## config.mk

```make
export PLATFORM = sky130hd
export DESIGN_NAME = hbus_axil_bridge
export DESIGN_NICKNAME = d
export VERILOG_FILES = /design/src/rtl/hbr_pkg.sv /design/src/rtl/hbr_wdog.sv /design/src/rtl/hbr_xfer_engine.sv /design/src/rtl/hbr_reg_bank.sv /design/src/rtl/hbus_axil_bridge.sv
export SDC_FILE = /design/constraint.sdc
export NUM_CORES = 1
export LEC_CHECK = 0
export ABC_AREA = 0
export BUFFER_PORTS_ARGS = -buffer_cell sky130_fd_sc_hd__buf_4
export CORE_ASPECT_RATIO = 0.6
export CORE_UTILIZATION = 50
export CTS_CLUSTER_SIZE = 24
export DETAILED_ROUTE_END_ITERATION = 7
export GPL_ROUTABILITY_DRIVEN = 0
export GPL_TIMING_DRIVEN = 1
export PLACE_DENSITY = 0.77
export SYNTH_ARGS = -nofsm -noshare
export SYNTH_HDL_FRONTEND = slang
export SYNTH_SLANG_ARGS = --single-unit
```

## constraint.sdc

```tcl
create_clock -name clk -period 2.2 [get_ports clk]
set_input_delay 0 -clock clk [delete_from_list [all_inputs] [get_ports clk]]
set_output_delay 0 -clock clk [all_outputs]
set_load 0.03 [all_outputs]
```

## src/rtl/hbr_pkg.sv

```systemverilog
package hbr_pkg;

    localparam int HW = 16;
    localparam int AW = 32;
    localparam int DW = 32;
    localparam int EVN = 5;

    localparam logic [2:0] RI_STAT  = 3'd0;
    localparam logic [2:0] RI_CTRL  = 3'd1;
    localparam logic [2:0] RI_ADR_L = 3'd2;
    localparam logic [2:0] RI_ADR_H = 3'd3;
    localparam logic [2:0] RI_WD_L  = 3'd4;
    localparam logic [2:0] RI_WD_H  = 3'd5;
    localparam logic [2:0] RI_RD_L  = 3'd6;
    localparam logic [2:0] RI_RD_H  = 3'd7;

    localparam logic [3:0] OP_NOP    = 4'h0;
    localparam logic [3:0] OP_WR     = 4'h8;
    localparam logic [3:0] OP_WR_INC = 4'h9;
    localparam logic [3:0] OP_RD     = 4'hA;
    localparam logic [3:0] OP_RD_INC = 4'hB;

    // event vector positions (status/control bit = 11 + index)
    localparam int EV_IRQ = 0;
    localparam int EV_ERR = 1;
    localparam int EV_TMO = 2;
    localparam int EV_WR  = 3;
    localparam int EV_RD  = 4;

    typedef enum logic [2:0] {
        ENG_IDLE    = 3'd0,
        ENG_WR_REQ  = 3'd1,
        ENG_WR_RESP = 3'd2,
        ENG_RD_REQ  = 3'd3,
        ENG_RD_RESP = 3'd4
    } eng_state_e;

    typedef struct packed {
        logic ok;
        logic err;
        logic tmo;
        logic rd;
    } fin_t;

endpackage

```

## src/rtl/hbr_wdog.sv

```systemverilog
module hbr_wdog #(
    parameter int LIMIT = 1024
) (
    input  logic clk,
    input  logic rst_n,
    input  logic run,
    input  logic kick,
    output logic expire
);
    localparam int CW = $clog2(LIMIT + 1);

    logic [CW-1:0] cnt_q;

    assign expire = run && !kick && (cnt_q == CW'(LIMIT - 1));

    always_ff @(posedge clk) begin
        if (!rst_n || !run || kick) begin
            cnt_q <= '0;
        end else if (!expire) begin
            cnt_q <= cnt_q + 1'b1;
        end
    end

endmodule

```

## src/rtl/hbr_xfer_engine.sv

```systemverilog
module hbr_xfer_engine
    import hbr_pkg::*;
#(
    parameter int TMO_CYCLES = 1024
) (
    input  logic          clk,
    input  logic          rst_n,
    input  logic          start,
    input  logic          start_rd,
    input  logic [AW-1:0] start_addr,
    input  logic [DW-1:0] start_wdata,
    output logic          busy,
    output fin_t          fin,
    output logic [DW-1:0] cap_data,
    output logic [AW-1:0] m_awaddr,
    output logic          m_awvalid,
    input  logic          m_awready,
    output logic [DW-1:0] m_wdata,
    output logic [DW/8-1:0] m_wstrb,
    output logic          m_wvalid,
    input  logic          m_wready,
    input  logic [1:0]    m_bresp,
    input  logic          m_bvalid,
    output logic          m_bready,
    output logic [AW-1:0] m_araddr,
    output logic          m_arvalid,
    input  logic          m_arready,
    input  logic [DW-1:0] m_rdata,
    input  logic [1:0]    m_rresp,
    input  logic          m_rvalid,
    output logic          m_rready
);

    eng_state_e    state_q, state_d;
    logic [AW-1:0] addr_q;
    logic [DW-1:0] wdata_q;
    logic          aw_done_q, w_done_q;
    logic          aw_hs, w_hs, b_hs, ar_hs, r_hs, any_hs;
    logic          expire;

    assign aw_hs  = m_awvalid && m_awready;
    assign w_hs   = m_wvalid && m_wready;
    assign b_hs   = m_bvalid && m_bready;
    assign ar_hs  = m_arvalid && m_arready;
    assign r_hs   = m_rvalid && m_rready;
    assign any_hs = aw_hs || w_hs || b_hs || ar_hs || r_hs;

    hbr_wdog #(.LIMIT(TMO_CYCLES)) u_wdog (
        .clk    (clk),
        .rst_n  (rst_n),
        .run    (busy),
        .kick   (any_hs),
        .expire (expire)
    );

    // state register
    always_ff @(posedge clk) begin
        if (!rst_n) begin
            state_q <= ENG_IDLE;
        end else begin
            state_q <= state_d;
        end
    end

    // next state and outcome
    always_comb begin
        state_d = state_q;
        fin     = '0;
        unique case (state_q)
            ENG_IDLE: begin
                if (start) begin
                    state_d = start_rd ? ENG_RD_REQ : ENG_WR_REQ;
                end
            end
            ENG_WR_REQ: begin
                if ((aw_done_q || aw_hs) && (w_done_q || w_hs)) begin
                    state_d = ENG_WR_RESP;
                end else if (expire) begin
                    state_d = ENG_IDLE;
                    fin.tmo = 1'b1;
                end
            end
            ENG_WR_RESP: begin
                if (b_hs) begin
                    state_d = ENG_IDLE;
                    fin.err = m_bresp[1];
                    fin.ok  = !m_bresp[1];
                end else if (expire) begin
                    state_d = ENG_IDLE;
                    fin.tmo = 1'b1;
                end
            end
            ENG_RD_REQ: begin
                if (ar_hs) begin
                    state_d = ENG_RD_RESP;
                end else if (expire) begin
                    state_d = ENG_IDLE;
                    fin.tmo = 1'b1;
                end
            end
            ENG_RD_RESP: begin
                if (r_hs) begin
                    state_d = ENG_IDLE;
                    fin.err = m_rresp[1];
                    fin.ok  = !m_rresp[1];
                end else if (expire) begin
                    state_d = ENG_IDLE;
                    fin.tmo = 1'b1;
                end
            end
            default: state_d = ENG_IDLE;
        endcase
        fin.rd = (state_q == ENG_RD_REQ) || (state_q == ENG_RD_RESP);
    end

    // outputs
    always_comb begin
        busy      = (state_q != ENG_IDLE);
        m_awvalid = (state_q == ENG_WR_REQ) && !aw_done_q;
        m_wvalid  = (state_q == ENG_WR_REQ) && !w_done_q;
        m_bready  = (state_q == ENG_WR_RESP);
        m_arvalid = (state_q == ENG_RD_REQ);
        m_rready  = (state_q == ENG_RD_RESP);
        m_awaddr  = addr_q;
        m_araddr  = addr_q;
        m_wdata   = wdata_q;
        m_wstrb   = '1;
        cap_data  = m_rdata;
    end

    // transfer operands and channel progress
    always_ff @(posedge clk) begin
        if (!rst_n) begin
            addr_q    <= '0;
            wdata_q   <= '0;
            aw_done_q <= 1'b0;
            w_done_q  <= 1'b0;
        end else if (state_q == ENG_IDLE) begin
            aw_done_q <= 1'b0;
            w_done_q  <= 1'b0;
            if (start) begin
                addr_q  <= start_addr;
                wdata_q <= start_wdata;
            end
        end else if (state_q == ENG_WR_REQ) begin
            if (aw_hs) aw_done_q <= 1'b1;
            if (w_hs)  w_done_q  <= 1'b1;
        end
    end

    AST_AW_HELD: assert property (@(posedge clk) disable iff (!rst_n)
        m_awvalid && !m_awready && !expire |=> m_awvalid && $stable(m_awaddr));
    AST_AR_HELD: assert property (@(posedge clk) disable iff (!rst_n)
        m_arvalid && !m_arready && !expire |=> m_arvalid && $stable(m_araddr));
    AST_ONE_END: assert property (@(posedge clk) disable iff (!rst_n)
        $onehot0({fin.ok, fin.err, fin.tmo}));
    AST_TMO_DROP: assert property (@(posedge clk) disable iff (!rst_n)
        fin.tmo |=> !m_awvalid && !m_wvalid && !m_arvalid && !busy);
    AST_BUSY_LOCK: assert property (@(posedge clk) disable iff (!rst_n)
        busy |=> $stable(addr_q) && $stable(wdata_q));

endmodule

```

## src/rtl/hbr_reg_bank.sv

```systemverilog
module hbr_reg_bank
    import hbr_pkg::*;
#(
    parameter int ADDR_STEP = 4
) (
    input  logic          clk,
    input  logic          rst_n,
    input  logic          host_wr,
    input  logic          host_rd,
    input  logic [2:0]    host_sel,
    input  logic [HW-1:0] host_wdata,
    output logic [HW-1:0] host_rdata,
    input  logic          irq_ext,
    output logic          irq_o,
    input  logic          busy,
    output logic          launch,
    output logic          launch_rd,
    output logic [AW-1:0] xfer_addr,
    output logic [DW-1:0] xfer_wdata,
    input  fin_t          fin,
    input  logic [DW-1:0] cap_data
);

    logic [EVN-1:0] ev_q, en_q, ev_set, ev_clr;
    logic [3:0]     cmd_q;
    logic [AW-1:0]  adr_q;
    logic [DW-1:0]  wd_q, rd_q;
    logic           inc_q, rd_avail_q, init_q;
    logic           ctrl_wr, stat_wr, cmd_ok, addr_wr, good_rd;

    assign ctrl_wr = host_wr && (host_sel == RI_CTRL);
    assign stat_wr = host_wr && (host_sel == RI_STAT);
    assign addr_wr = host_wr && ((host_sel == RI_ADR_L) || (host_sel == RI_ADR_H));
    assign cmd_ok  = (host_wdata[3:0] == OP_WR) || (host_wdata[3:0] == OP_WR_INC) ||
                     (host_wdata[3:0] == OP_RD) || (host_wdata[3:0] == OP_RD_INC);
    assign launch    = ctrl_wr && cmd_ok && !busy;
    assign launch_rd = host_wdata[1];
    assign good_rd   = fin.ok && fin.rd;

    assign xfer_addr  = adr_q;
    assign xfer_wdata = wd_q;

    always_comb begin
        ev_set         = '0;
        ev_set[EV_RD]  = good_rd;
        ev_set[EV_WR]  = fin.ok && !fin.rd;
        ev_set[EV_TMO] = fin.tmo;
        ev_set[EV_ERR] = fin.err;
        ev_set[EV_IRQ] = irq_ext;
        ev_set         = ev_set & en_q;
        ev_clr         = stat_wr ? host_wdata[HW-1 -: EVN] : '0;
    end

    always_ff @(posedge clk) begin
        if (!rst_n) begin
            ev_q       <= '0;
            en_q       <= '0;
            cmd_q      <= OP_NOP;
            adr_q      <= '0;
            wd_q       <= '0;
            rd_q       <= '0;
            inc_q      <= 1'b0;
            rd_avail_q <= 1'b0;
            init_q     <= 1'b0;
        end else begin
            init_q <= 1'b1;
            ev_q   <= (ev_q & ~ev_clr) | ev_set;
            if (ctrl_wr) begin
                en_q  <= host_wdata[HW-1 -: EVN];
                cmd_q <= host_wdata[3:0];
            end
            if (launch) begin
                inc_q <= host_wdata[0];
            end
            if (fin.ok && inc_q) begin
                adr_q <= adr_q + AW'(ADDR_STEP);
            end
            if (host_wr && host_sel == RI_ADR_L) adr_q[HW-1:0]  <= host_wdata;
            if (host_wr && host_sel == RI_ADR_H) adr_q[AW-1:HW] <= host_wdata;
            if (host_wr && host_sel == RI_WD_L)  wd_q[HW-1:0]   <= host_wdata;
            if (host_wr && host_sel == RI_WD_H)  wd_q[DW-1:HW]  <= host_wdata;
            if (good_rd) begin
                rd_q <= cap_data;
            end
            if (good_rd) begin
                rd_avail_q <= 1'b1;
            end else if (host_rd && host_sel == RI_RD_H) begin
                rd_avail_q <= 1'b0;
            end
        end
    end

    assign irq_o = |ev_q;

    always_comb begin
        unique case (host_sel)
            RI_STAT:  host_rdata = {ev_q, 3'b000, rd_avail_q, busy, init_q, 5'b00000};
            RI_CTRL:  host_rdata = {en_q, 7'b0000000, cmd_q};
            RI_ADR_L: host_rdata = adr_q[HW-1:0];
            RI_ADR_H: host_rdata = adr_q[AW-1:HW];
            RI_WD_L:  host_rdata = wd_q[HW-1:0];
            RI_WD_H:  host_rdata = wd_q[DW-1:HW];
            RI_RD_L:  host_rdata = rd_q[HW-1:0];
            RI_RD_H:  host_rdata = rd_q[DW-1:HW];
            default:  host_rdata = '0;
        endcase
    end

    AST_STEP_ADDR: assert property (@(posedge clk) disable iff (!rst_n)
        fin.ok && inc_q && !addr_wr |=> adr_q == $past(adr_q) + AW'(ADDR_STEP));
    AST_ERR_NOSTEP: assert property (@(posedge clk) disable iff (!rst_n)
        (fin.err || fin.tmo) && !addr_wr |=> $stable(adr_q));
    AST_RDAV_SRC: assert property (@(posedge clk) disable iff (!rst_n)
        $rose(rd_avail_q) |-> $past(good_rd));
    AST_INIT_KEEP: assert property (@(posedge clk) disable iff (!rst_n)
        init_q |=> init_q);

endmodule

```

## src/rtl/hbus_axil_bridge.sv

```systemverilog
module hbus_axil_bridge
    import hbr_pkg::*;
#(
    parameter int TMO_CYCLES = 1024,
    parameter int ADDR_STEP  = 4
) (
    input  logic        clk,
    input  logic        rst_n,
    input  logic        hb_wr,
    input  logic        hb_rd,
    input  logic [2:0]  hb_sel,
    input  logic [15:0] hb_wdata,
    output logic [15:0] hb_rdata,
    input  logic        ext_irq,
    output logic        irq_flag,
    output logic [31:0] m_awaddr,
    output logic [2:0]  m_awprot,
    output logic        m_awvalid,
    input  logic        m_awready,
    output logic [31:0] m_wdata,
    output logic [3:0]  m_wstrb,
    output logic        m_wvalid,
    input  logic        m_wready,
    input  logic [1:0]  m_bresp,
    input  logic        m_bvalid,
    output logic        m_bready,
    output logic [31:0] m_araddr,
    output logic [2:0]  m_arprot,
    output logic        m_arvalid,
    input  logic        m_arready,
    input  logic [31:0] m_rdata,
    input  logic [1:0]  m_rresp,
    input  logic        m_rvalid,
    output logic        m_rready
);

    logic          busy, launch, launch_rd;
    logic [AW-1:0] xfer_addr;
    logic [DW-1:0] xfer_wdata, cap_data;
    fin_t          fin;

    assign m_awprot = 3'b000;
    assign m_arprot = 3'b000;

    hbr_reg_bank #(.ADDR_STEP(ADDR_STEP)) u_regs (
        .clk        (clk),
        .rst_n      (rst_n),
        .host_wr    (hb_wr),
        .host_rd    (hb_rd),
        .host_sel   (hb_sel),
        .host_wdata (hb_wdata),
        .host_rdata (hb_rdata),
        .irq_ext    (ext_irq),
        .irq_o      (irq_flag),
        .busy       (busy),
        .launch     (launch),
        .launch_rd  (launch_rd),
        .xfer_addr  (xfer_addr),
        .xfer_wdata (xfer_wdata),
        .fin        (fin),
        .cap_data   (cap_data)
    );

    hbr_xfer_engine #(.TMO_CYCLES(TMO_CYCLES)) u_eng (
        .clk         (clk),
        .rst_n       (rst_n),
        .start       (launch),
        .start_rd    (launch_rd),
        .start_addr  (xfer_addr),
        .start_wdata (xfer_wdata),
        .busy        (busy),
        .fin         (fin),
        .cap_data    (cap_data),
        .m_awaddr    (m_awaddr),
        .m_awvalid   (m_awvalid),
        .m_awready   (m_awready),
        .m_wdata     (m_wdata),
        .m_wstrb     (m_wstrb),
        .m_wvalid    (m_wvalid),
        .m_wready    (m_wready),
        .m_bresp     (m_bresp),
        .m_bvalid    (m_bvalid),
        .m_bready    (m_bready),
        .m_araddr    (m_araddr),
        .m_arvalid   (m_arvalid),
        .m_arready   (m_arready),
        .m_rdata     (m_rdata),
        .m_rresp     (m_rresp),
        .m_rvalid    (m_rvalid),
        .m_rready    (m_rready)
    );

endmodule

```

# Yosys cells after proc, flatten, opt, wreduce, memory -nomap -nowiden
# Cells that the tools add are included.
[classes]
add_sub_neg = 2
n_eq_ne = 17
n_mux = 25
bitwise_logic = 5
n_reduce_logical = 53
[op_table]
columns = ["operator", "count"]
rows = [
  ["$pmux 16 s8", 1],
  ["$add 32x3->32 const B", 1],
  ["$mux 16", 2],
  ["$mux 32", 1],
  ["$logic_and 1x1->1", 22],
  ["$mux 3", 6],
  ["$eq 4x4->1 const B", 4],
  ["$eq 3x3->1 const B", 5],
  ["$pmux 3 s5", 1],
  ["$eq 3x2->1 const B", 4],
  ["$logic_or 1x1->1", 12],
  ["$add 11x1->11 const B", 1],
  ["$eq 11x10->1 const B", 1],
  ["$and 5x5->5", 2],
  ["$logic_not 1->1", 8],
  ["$mux 1", 8],
  ["$eq 3x1->1 const B", 2],
  ["$logic_not 3->1", 2],
  ["$mux 2", 3],
  ["$reduce_and 2->1", 3],
  ["$reduce_bool 2->1", 3],
  ["$mux 5", 1],
  ["$not 5->5", 1],
  ["$or 5x5->5", 1],
  ["7 further kinds", 7],
]
[word_totals]
register_bits = 193
in_bits = 65
output_inout_bits = 128
elab_cells = 119

# Longest topological paths before layout
[depth]
ltp_word = 15
ltp_mapped = 9
ltp_nobuf = 6

# Modules after synthesis
# A second synthesis with hierarchy kept.
[unflattened]
cells_unflattened = 1191
hier_area_um2 = 9464.1
[by_module_without_submodules]
columns = ["module", "instances", "cells_per_inst", "area_each_um2", "seq_area_each_um2"]
rows = [
  ["hbr_reg_bank", 1, 720, 5571.6, 2262.2],
  ["hbr_xfer_engine", 1, 405, 3316.9, 1381.3],
  ["hbr_wdog", 1, 59, 526.8, 220.2],
  ["hbus_axil_bridge", 1, 7, 48.8, 0.0],
]

# Worst setup path before layout
# No wires, ideal clock.
[synth_path]
kind = "reg2reg"
start = "register u_eng.state_q[2]"
end = "register u_eng.u_wdog.cnt_q[7]"
t_arrival_ps = 2935
setup_slack_ps = -794
path_stages_with_launch = 9
path_buffers = 3
synth_period_minus_slack_ps = 2994
cell_sequence = "dfxtp_1 buf_6 nor4b_1 a22oi_1 and3_1 clkbuf_1 buf_2 a2111o_1 nand2_1"
[synth_between]
elab_chain_cells = 10
elab_cells_between_ends = 22
classes_between = "eq/ne: 4; reduce/logical: 18"
[synth_rtl]
columns = ["element", "line_no", "source"]
rows = [
  ["start, declared", "hbr_xfer_engine.sv:34", "eng_state_e state_q, state_d;"],
  ["start signal, assigned", "hbr_xfer_engine.sv:61", "state_q <= state_d;"],
  ["$eq 3x1->1 *", "hbr_xfer_engine.sv:119", "m_awvalid = (state_q == ENG_WR_REQ) && !aw_done_q;"],
  ["$logic_and 1x1->1 *", "hbr_xfer_engine.sv:119", ""],
  ["named net m_awvalid", "hbus_axil_bridge.sv:18", "output logic m_awvalid,"],
  ["$logic_and 1x1->1 *", "hbr_xfer_engine.sv:41", "assign aw_hs = m_awvalid && m_awready;"],
  ["$logic_or 1x1->1 * (4 in series)", "hbr_xfer_engine.sv:46", "assign any_hs = aw_hs || w_hs || b_hs || ar_hs || r_hs;"],
  ["$logic_not 1->1", "hbr_wdog.sv:14", "assign expire = run && !kick && (cnt_q == CW'(LIMIT - 1));"],
  ["$logic_and 1x1->1 (2 in series)", "hbr_wdog.sv:14", ""],
  ["end signal, assigned", "hbr_wdog.sv:20", "cnt_q <= cnt_q + 1'b1;"],
  ["end, declared", "hbr_wdog.sv:12", "logic [CW-1:0] cnt_q;"],
]
# Mark *: on every way through the listed nets, which the timed path passes. The rest lies on a longest branch.
# A chain may end at the register's enable or synchronous reset.

# Worst setup path in the final report
[layout_path]
start = "register u_eng.state_q[1]"
end = "register u_regs.adr_q[31] (netlist: u_regs.xfer_addr[31])"
[layout_between]
elab_chain_cells = 6
elab_cells_between_ends = 9
classes_between = "eq/ne: 2; mux: 3; reduce/logical: 4"
[layout_rtl]
columns = ["element", "line_no", "source"]
rows = [
  ["$eq 3x3->1 / $eq 3x2->1 (equally long branches)", "hbr_xfer_engine.sv:69, hbr_xfer_engine.sv:123, hbr_xfer_engine.sv:121", ""],
  ["$logic_and 1x1->1, on equally long branches", "hbr_xfer_engine.sv:45, hbr_xfer_engine.sv:43", ""],
  ["$mux 2, on equally long branches", "hbr_xfer_engine.sv:102, hbr_xfer_engine.sv:84", ""],
  ["$pmux 2 s2 *", "hbr_xfer_engine.sv:69", "unique case (state_q)"],
  ["$logic_and 1x1->1 *", "hbr_reg_bank.sv:75", "if (fin.ok && inc_q) begin"],
  ["$reduce_bool 2->1 (no line) *", "-", ""],
  ["end signal, assigned", "hbr_reg_bank.sv:76", "adr_q <= adr_q + AW'(ADDR_STEP);"],
  ["end signal, assigned by index", "hbr_reg_bank.sv:78", "if (host_wr && host_sel == RI_ADR_L) adr_q[HW-1:0] <= host_wdata;"],
  ["end signal, assigned by index", "hbr_reg_bank.sv:79", "if (host_wr && host_sel == RI_ADR_H) adr_q[AW-1:HW] <= host_wdata;"],
  ["end, declared", "hbr_reg_bank.sv:26", "logic [AW-1:0] adr_q;"],
]
# Mark *: on every way between the ends. The rest lies on a longest branch, timed or not.

==> flow_summary_export.csv <==
group,metric,value,unit
status,status,"finished with violations",
status,failed_checks,"DRC",
sta,tns,0,ns
placed_design,port_buffers,180,
logic_synthesis,synthCells,1175,
worst_hold_path,holdCritPathClass,"in2reg",
routing,drc,26,
worst_setup_path,crit_type,"reg2reg",
finish,nets,1443,
sta,worst-slew-pin-transition,1.10,ns
sta,post-route-worst-setup-slack,0.0680,ns
power,p_leak,4.51,nW
routing,wl_per_cell,19.5,um
placed_design,placed_area,0.0110,mm2
routing,highest_layer,"met4",
worst_setup_path,start_kind,"flip-flop",
worst_hold_path,hold-path-cell-count,5,
finish,fin_area,0.0122,mm2
worst_setup_path,r2r_start,"u_eng.state_q[1]",
logic_synthesis,synth_edf_count,0,
logic_synthesis,netlist_area,0.00945,mm2
routing,vias,9649,
finish,final_util,66.7,%
finish,diodes,0,
worst_hold_path,worstHoldStart,"m_bvalid",
grt,antenna_found_initial,0,
worst_setup_path,reg2reg_slack,0.07,ns
grt,grt_max_degree,71,
routing,final_antenna_net_count,0,
finish,syn2layout_area_growth,28.9,%
routing,via_per_inst,5.92,
logic_synthesis,post_synth.cell_area_avg,8.04,um2
clock_network,cts-root-buf,"clkbuf_16",
sta,timing.final.hold_violations,0,
routing,wl_met2,12.9,mm
routing,drtPass1Iterations,8,
grt,overflow,0,
finish,drive_above_1_share,22.1,%
flow_run,drv_cap,0,
die,initial_core_util,51.7,%
worst_setup_path,cp.required,2.57,ns
die,die-area,0.0195,mm2
sta,fmaxAchievable,469,MHz
finish,fin_cells,1629,
sta,finalSetupViolations,0,
sta,slew-limit-headroom,26.6,%
power,peakVddDrop,0.470,mV
logic_synthesis,ys_seq_area_share,40.9,%
grt,grt_usage,32.0,%
worst_hold_path,holdPathEnd,"u_eng.state_q[1]",
sta,period_needed,2.13,ns
die,ioPinCount,193,
clock_network,cts_tree,"built",
sta,clock_skew,0.0149,ns
finish,multi_input_area,0.00497,mm2
routing,first_iter_violations,1250,
sta,holdWs,0.0573,ns
logic_synthesis,synth-async-reset-ratio,0,%
worst_setup_path,cp_max_fo,5,
logic_synthesis,ys_seq_elements,193,
worst_setup_path,arrival,2.50,ns
placed_design,place_hpwl,22.3,mm
sta,timing.final.crit_share,96.9,%
logic_synthesis,yosys.cell_types.count,66,
clock_network,clock_sinks,193,
placed_design,pre_cts_slack,-0.00537,ns
routing,met3WireLength,4.63,mm
routing,wirelength,31.7,mm
sta,slew_violations,0,
die,die_w,179,um
clock_network,clock_insertion_delay_worst_skew,0.44,ns
finish,seq_area,0.00387,mm2
die,core,0.0183,mm2
routing,met1_length,13.3,mm
grt,grt_pass1_wl,47.5,mm
power,design_power_total,7.40,mW
finish,fillers,1522,
worst_setup_path,critPathCaptureType,"flip-flop",
logic_synthesis,yosysWarningCount,0,
sta,rsz0062_at_grt,"false",
worst_setup_path,worstRegToRegCells,5,
grt,first_global_vias,8580,
die,dieHeight,108,um
worst_setup_path,r2r_end,"u_regs.xfer_addr[31]",
clock_network,htree_levels,4,
clock_network,cts_buffers,17,
placed_design,place_inst,1539,
die,num_rows,38,
clock_network,clock_path_buffers,2,
logic_synthesis,synth_ff_type,"dfxtp_1",
power,power_density,608,mW/mm2
clock_network,clk_pin_slew,0.08,ns
layout by cell type, fill, tap and decap left out, types with 9 or more instances in the layout:
cell           netlist  layout
nand2_1            333     333
buf_4               43     239
dfxtp_1            193     188
a21boi_0           141     141
dlygate4sd3_1        0      56
o21ai_0             47      47
a21oi_1             37      37
nand3_1             21      21
mux2i_1             21      21
nor2_1              21      19
clkbuf_16            0      17
a31oi_1             15      15
or3_1               15      14
inv_1               13      13
nor3_1              12      12
nor2b_1             12      12
xnor2_1             12      12
conb_1               2      10
nand4_1              9       9
synthesized netlist by cell type (4+ instances only):
library cell    n  share of area, %
dfxtp_1       193                41
buf_2           4              0.21
a2111o_1        7              0.83
or3_1          15              0.99
and2_1          4              0.26
a21boi_0      141                11
nand2b_1        9              0.60
inv_1          13              0.52
or4_1           6              0.48
buf_1          11              0.44
buf_4          43               3.4
clkbuf_1       63               2.5
o22ai_1         6              0.40
o21ai_0        47               2.5
a221oi_1        5              0.46
nor3_1         12              0.64
o221ai_1        4              0.37
xor2_1          8              0.74
nor4b_1         5              0.46
a31oi_1        15              0.99
o211ai_1        4              0.32
and3_1          4              0.26
nor2_1         21              0.83
a21oi_1        37               2.0
a22o_1          5              0.46
nor2b_1        12              0.79
nand3_1        21               1.1
xnor2_1        12               1.1
o2111ai_1       5              0.46
nor4_1          8              0.53
mux2i_1        21               2.2
nand4_1         9              0.60
mux2_2          7              0.83
o31ai_1         5              0.40
a22oi_1         6              0.48
nor3b_1         6              0.48
nand2_1       333                13
state kept, by name, indices dropped and copies added (netlist names):
register,flops
u_regs.en_q,5
u_regs.inc_q,1
u_regs.rd_q,32
u_eng.state_q,3
u_eng.m_wdata,32
u_eng.w_done_q,1
u_regs.init_q,1
u_regs.xfer_addr,32
u_eng.aw_done_q,1
u_regs.ev_q,5
u_regs.xfer_wdata,32
u_regs.cmd_q,4
u_eng.u_wdog.cnt_q,11
u_regs.rd_avail_q,1
u_eng.m_araddr,32
cell families after synthesis:
| logic type | count (synthesis) | synth area share (%) |
|---|---|---|
| flops | 193 | 40.9 |
| fa+ha+maj | 2 | 0.265 |
| compound gates | 306 | 22.8 |
| xor+xnor | 20 | 1.85 |
| simple gates | 482 | 22.9 |
| buf+inv | 139 | 7.52 |
| mux | 31 | 3.77 |
| other cells | 2 | 0.0795 |
timing repair:
| item | CTS | global route |
|---|---|---|
| cloned | 0 | 1 |
| endpoints found under the setup margin | 3 | 24 |
| setup buffers | 0 | 1 |
| hold buffers | 56 | 0 |
| gates resized for setup | 1 | 8 |
| endpoints found under the hold margin | 114 | 0 |
| pin swaps | 0 | 2 |
area by class of cell:
| cell class | instances | share of cell area, % |
|---|---|---|
| Clock buffer | 19 | 3.64 |
| Clock inverter | 13 | 1.18 |
| Inverter | 15 | 0.462 |
| Multi-Input combinational cell | 852 | 40.8 |
| Sequential cell | 193 | 31.8 |
| Tap cell | 240 | 2.47 |
| Timing Repair Buffer | 297 | 19.7 |
per-layer routing:
| metal | GRT usage [%] | vias up |
|---|---|---|
| li1 | - | 4430 |
| met1 | 44.8 | 4473 |
| met2 | 46.8 | 652 |
| met3 | 9.33 | 94 |
| met4 | 10.9 | 0 |
| met5 | 0 | - |
power breakdown:
group          switching (mW)  internal (mW)  total (mW)
combinational           0.415          0.317       0.732
clock                    1.54           1.55        3.10
sequential             0.0433           3.53        3.57
total                    2.00           5.40        7.40
critical path: stages (launching register included):
cell     delay, ns
dfxtp_2       0.38
or3b_4        0.41
o22a_4        0.23
or3_4         0.38
or4_1         0.50
a31oi_1       0.17
worst max-delay path by stage:
stage | startpoint | endpoint | slack, ns | cells past startpoint
CTS | u_eng.state_q[0] | u_regs.xfer_addr[31] | 0.004 | 5
finish | u_eng.state_q[1] | u_regs.xfer_addr[31] | 0.07 | 5
floorplan | u_eng.state_q[1] | u_regs.xfer_addr[31] | -0.02 | 7
global route | u_eng.state_q[1] | u_regs.xfer_addr[31] | 0.002 | 5
detailed placement | u_eng.state_q[1] | u_regs.xfer_addr[31] | -0.005 | 5
global placement | u_eng.state_q[1] | u_regs.xfer_addr[31] | 0.04 | 5
(Power assumes the default switching activity.)
